### src/rtl/evo_pkg.sv
package evo_pkg;
  // number of inputs of every lookup table
  localparam int unsigned LUT_IN   = 3;
  // table bits, one per input combination
  localparam int unsigned LUT_BITS = 1 << LUT_IN;
endpackage

### src/rtl/evo_cell.sv
module evo_cell
  import evo_pkg::*;
#(
  parameter int unsigned NCAND = 16,
  localparam int unsigned SEL_W = $clog2(NCAND),
  localparam int unsigned CFG_W = LUT_BITS + LUT_IN * SEL_W
) (
  input  logic [NCAND-1:0] cand,
  input  logic [CFG_W-1:0] cfg,
  output logic             y
);
  logic [LUT_IN-1:0]   addr;
  logic [LUT_BITS-1:0] table_bits;

  assign table_bits = cfg[LUT_BITS-1:0];

  for (genvar j = 0; j < LUT_IN; j++) begin : g_mux
    logic [SEL_W-1:0] sel;
    assign sel     = cfg[LUT_BITS + j*SEL_W +: SEL_W];
    assign addr[j] = cand[sel];
  end

  assign y = table_bits[addr];
endmodule

### src/rtl/evo_column.sv
module evo_column
  import evo_pkg::*;
#(
  parameter int unsigned ROWS = 8,
  localparam int unsigned NCAND = 2 * ROWS,
  localparam int unsigned SEL_W = $clog2(NCAND),
  localparam int unsigned CFG_W = LUT_BITS + LUT_IN * SEL_W
) (
  input  logic [ROWS-1:0]       near_src,
  input  logic [ROWS-1:0]       far_src,
  input  logic [ROWS*CFG_W-1:0] cfg_col,
  output logic [ROWS-1:0]       col_y
);
  logic [NCAND-1:0] cand;
  // sources 0..ROWS-1 from the nearer column, the rest from the farther one
  assign cand = {far_src, near_src};

  for (genvar r = 0; r < ROWS; r++) begin : g_row
    evo_cell #(.NCAND(NCAND)) u_cell (
      .cand (cand),
      .cfg  (cfg_col[r*CFG_W +: CFG_W]),
      .y    (col_y[r])
    );
  end
endmodule

### src/rtl/evo_cfg_bank.sv
module evo_cfg_bank #(
  parameter int unsigned CELLS = 40,
  parameter int unsigned CFG_W = 20,
  localparam int unsigned IDX_W = $clog2(CELLS)
) (
  input  logic                   clk,
  input  logic                   rst_n,
  input  logic                   cfg_we,
  input  logic [IDX_W-1:0]       cfg_idx,
  input  logic [CFG_W-1:0]       cfg_data,
  output logic [CELLS*CFG_W-1:0] cfg_flat
);
  logic [CFG_W-1:0] mem [CELLS];
  logic             in_range;

  assign in_range = ({1'b0, cfg_idx} < (IDX_W+1)'(CELLS));

  always_ff @(posedge clk or negedge rst_n) begin
    if (!rst_n) begin
      for (int i = 0; i < CELLS; i++) mem[i] <= '0;
    end else if (cfg_we && in_range) begin
      mem[cfg_idx] <= cfg_data;
    end
  end

  for (genvar i = 0; i < CELLS; i++) begin : g_flat
    assign cfg_flat[i*CFG_W +: CFG_W] = mem[i];
  end


  cfg_write_chk: assert property (@(posedge clk) disable iff (!rst_n)
    (cfg_we && in_range) |=> (cfg_flat[$past(cfg_idx)*CFG_W +: CFG_W] == $past(cfg_data)));


  cfg_oob_chk: assert property (@(posedge clk) disable iff (!rst_n)
    (cfg_we && !in_range) |=> $stable(cfg_flat));


  cfg_idle_chk: assert property (@(posedge clk) disable iff (!rst_n)
    !cfg_we |=> $stable(cfg_flat));
endmodule

### src/rtl/evo_lut_array.sv
module evo_lut_array
  import evo_pkg::*;
#(
  parameter int unsigned ROWS = 8,
  parameter int unsigned COLS = 5,
  localparam int unsigned CELLS = ROWS * COLS,
  localparam int unsigned IDX_W = $clog2(CELLS),
  localparam int unsigned SEL_W = $clog2(2 * ROWS),
  localparam int unsigned CFG_W = LUT_BITS + LUT_IN * SEL_W
) (
  input  logic             clk,
  input  logic             rst_n,
  input  logic             cfg_we,
  input  logic [IDX_W-1:0] cfg_idx,
  input  logic [CFG_W-1:0] cfg_data,
  input  logic [ROWS-1:0]  arr_in,
  output logic [ROWS-1:0]  arr_out
);
  logic [CELLS*CFG_W-1:0] cfg_flat;

  evo_cfg_bank #(.CELLS(CELLS), .CFG_W(CFG_W)) u_bank (
    .clk      (clk),
    .rst_n    (rst_n),
    .cfg_we   (cfg_we),
    .cfg_idx  (cfg_idx),
    .cfg_data (cfg_data),
    .cfg_flat (cfg_flat)
  );

  for (genvar c = 0; c < COLS; c++) begin : g_col
    logic [ROWS-1:0] near_src;
    logic [ROWS-1:0] far_src;
    logic [ROWS-1:0] y;

    if (c == 0) begin : g_first
      assign near_src = arr_in;
      assign far_src  = ~arr_in;
    end else if (c == 1) begin : g_second
      assign near_src = g_col[0].y;
      assign far_src  = arr_in;
    end else begin : g_rest
      assign near_src = g_col[c-1].y;
      assign far_src  = g_col[c-2].y;
    end

    evo_column #(.ROWS(ROWS)) u_column (
      .near_src (near_src),
      .far_src  (far_src),
      .cfg_col  (cfg_flat[c*ROWS*CFG_W +: ROWS*CFG_W]),
      .col_y    (y)
    );
  end

  assign arr_out = g_col[COLS-1].y;


  reset_zero_out_chk: assert property (@(posedge clk) disable iff (!rst_n)
    $rose(rst_n) |-> (arr_out == '0));
endmodule

### config.mk
export PLATFORM = sky130hd
export DESIGN_NAME = evo_lut_array
export DESIGN_NICKNAME = d
export VERILOG_FILES = /design/src/rtl/evo_pkg.sv /design/src/rtl/evo_cell.sv /design/src/rtl/evo_column.sv /design/src/rtl/evo_cfg_bank.sv /design/src/rtl/evo_lut_array.sv
export SDC_FILE = /design/constraint.sdc
export NUM_CORES = 2
export LEC_CHECK = 0
export ABC_AREA = 0
export BUFFER_PORTS_ARGS = -buffer_cell sky130_fd_sc_hd__clkbuf_2
export CORE_UTILIZATION = 30
export DETAILED_ROUTE_END_ITERATION = 8
export PLACE_DENSITY = 0.54
export SETUP_SLACK_MARGIN = 0.05
export SLEW_MARGIN = 20
export SYNTH_ARGS = -nofsm -noshare
export SYNTH_HDL_FRONTEND = slang
export SYNTH_HIERARCHICAL = 1
export SYNTH_SLANG_ARGS = --single-unit
### constraint.sdc
create_clock -name clk -period 44.4 [get_ports clk]
set_input_delay 2.22 -clock clk [delete_from_list [all_inputs] [get_ports clk]]
set_output_delay 2.22 -clock clk [all_outputs]
set_load 0.02 [all_outputs]
==> out/metrics.yaml <==
fin_crit_sh: 0.404
core_um2: 170000
async_reset_ff_frac: 1.00
cp-startpoint: "arr_in[4]"
overflow: 0
ys.flop_type: "dfrtp_1"
drv_cap: 0
fill_cells: 16700
grt_max_degree: 99
clk_pin_slew_ns: 0.06
grt.total_usage: 0.183
cts_sinks: 800
min_from: "u_bank/cfg_flat[685]"
fmax_mhz: 55.7
via_per_inst: 5.69
htreeDepth: 3
grt_pass1_wl_um: 241000
ys_types: 27
die_area_um2: 174000
ys_seq_area_frac: 0.388
crit_path_start_kind: "input port"
cts-resized-gates: 0
gp_congestion: 0.740
cp.required_ns: 42.18
synth_edf_count: 0
clock_latency_ns: 0.70
path_class: "input port to output pin"
slew_violations: 0
critical_path_buf_inv_count: 8
syn_area_per_cell_um2: 14.2
ys_ff_latch: 800
arrival_ns: 15.72
top_usage_layer: "met2"
use_met2: 0.303
r2r_slack_ns: 43.39
route.vias.total: 33500
worst_pin_slew_ns: 1.17
reg2reg_depth: 1
syn_area_um2: 51600
ant_nets: 0
drt-total-wl_um: 159000
drtIter0Drc: 2175
hpwl_um: 82000
initial_core_util: 0.304
grt.met1_usage: 0.246
hold_class: "register to register"
rsz0062_at_grt: "no"
regToRegEndpoint: "u_bank/cfg_flat[369]"
num_rows: 151
holdBufCountCts: 0
cts_root_buf: "clkbuf_16"
place_ws_ns: 26.48
cp_top_family: "multiplexers"
syn_nets: 3663
numCtsBuffers: 94
wl_per_cell_um: 27.0
multi_input_area_um2: 30200
layout.cells.most_common: "mux2_2"
slew_headroom: 0.217
cts_setup_buffers: 0
cpMostUsedCell: "mux4_2"
layout.nets: 3640
syn_inst: 3626
r2r-start: "u_bank/cfg_flat[369]"
cp_slowest_cell: "a211oi_2"
clock_skew_ns: 0
status: "finished, final reports clean"
hold_depth: 1
first_pass_iters: 5
critPathMaxFanout: 49
setup_slack_ns: 26.46
drc: 0
max_stage_delay_ns: 0.83
setup_violations: 0
cts_tree: "yes"
io_buffers: 44
ff_latch_area_um2: 20000
ioPinCount: 45
use_met3: 0.0265
final.setup.tns_ns: 0
die_h_um: 417
grt_pass1_vias: 35300
cts_max_path_buffers: 3
antenna_found_initial: 14
layout-drive-gt1-share: 0.413
min_period_ns: 17.94
holdPathEnd: "u_bank/cfg_flat[685]"
synth_warnings: 6
crit_path_end_kind: "output pin"
largest_reg_flops: 800
final_cell_mix: "mux2_2 (840), mux2i_1 (800), dfrtp_1 (800)"
die_w_um: 417
synthToLayoutAreaGrowth_pct: 11.4
finalHoldViolCount: 0
[synthesized netlist by cell type, types with 8 or more instances]
master | number | area, µm²
buf_4 | 8 | 60.1
inv_1 | 128 | 480
a211oi_1 | 120 | 901
clkbuf_1 | 82 | 308
mux4_2 | 320 | 7210
mux2i_1 | 800 | 8010
buf_2 | 110 | 551
mux4_1 | 80 | 2100
or2b_2 | 40 | 350
buf_6 | 40 | 450
mux2_2 | 840 | 9460
a21o_1 | 40 | 300
o22ai_1 | 40 | 250
nand2_1 | 60 | 225
dfrtp_1 | 800 | 20000
a2111oi_0 | 80 | 701
nor2_1 | 20 | 75.1
[how the worst max path moves through the flow]
stage | slack (ns) | depth (start not counted) | end
after floorplan | 23.81 | 26 | arr_out[0]
after global placement | 26.59 | 34 | arr_out[6]
after detailed placement | 26.48 | 33 | arr_out[6]
after CTS | 26.40 | 33 | arr_out[6]
after global routing | 25.87 | 35 | arr_out[6]
final | 26.46 | 33 | arr_out[6]
[cell type report]
type / count / share of cell area
Clock buffer: 137 / 0.0481
Clock inverter: 33 / 0.00751
Sequential cell: 800 / 0.348
Multi-Input combinational cell: 2458 / 0.525
Antenna cell: 2 / 0.0000870
Tap cell: 2218 / 0.0483
Inverter: 128 / 0.00835
Timing Repair Buffer: 121 / 0.0147
[kinds of logic after synthesis]
kind of cell,Yosys count,share of synthesized area
DFF,800,0.388
and+or+nand+nor,138,0.0159
AOI/OAI and AO/OA,280,0.0417
muxes,2040,0.519
buffers and inverters,368,0.0358
[layer usage]
metal / vias to the layer above / share of wire
met5: - / 0
met4: 0 / 0.031
met3: 269 / 0.045
met2: 869 / 0.48
met1: 18100 / 0.44
li1: 14300 / -
[metrics by stage]
| stage | cell area (µm²) | utilization | hold WS [ns] | instances |
|---|---|---|---|---|
| 4_1_cts | 57500 | 0.338 | 0.506 | 5895 |
| 2_1_floorplan | 51600 | - | 0.474 | 3626 |
| 5_1_grt | 57500 | 0.338 | 0.515 | 5897 |
| 3_3_place_gp | 54300 | 0.319 | 0.487 | 5725 |
| 3_5_place_dp | 54300 | 0.319 | 0.493 | 5725 |
| 6_report | 57500 | 0.338 | 0.504 | 5897 |
Power is not shown: default switching activity piles up to over one toggle a cycle in this logic, so the estimate is an artifact.
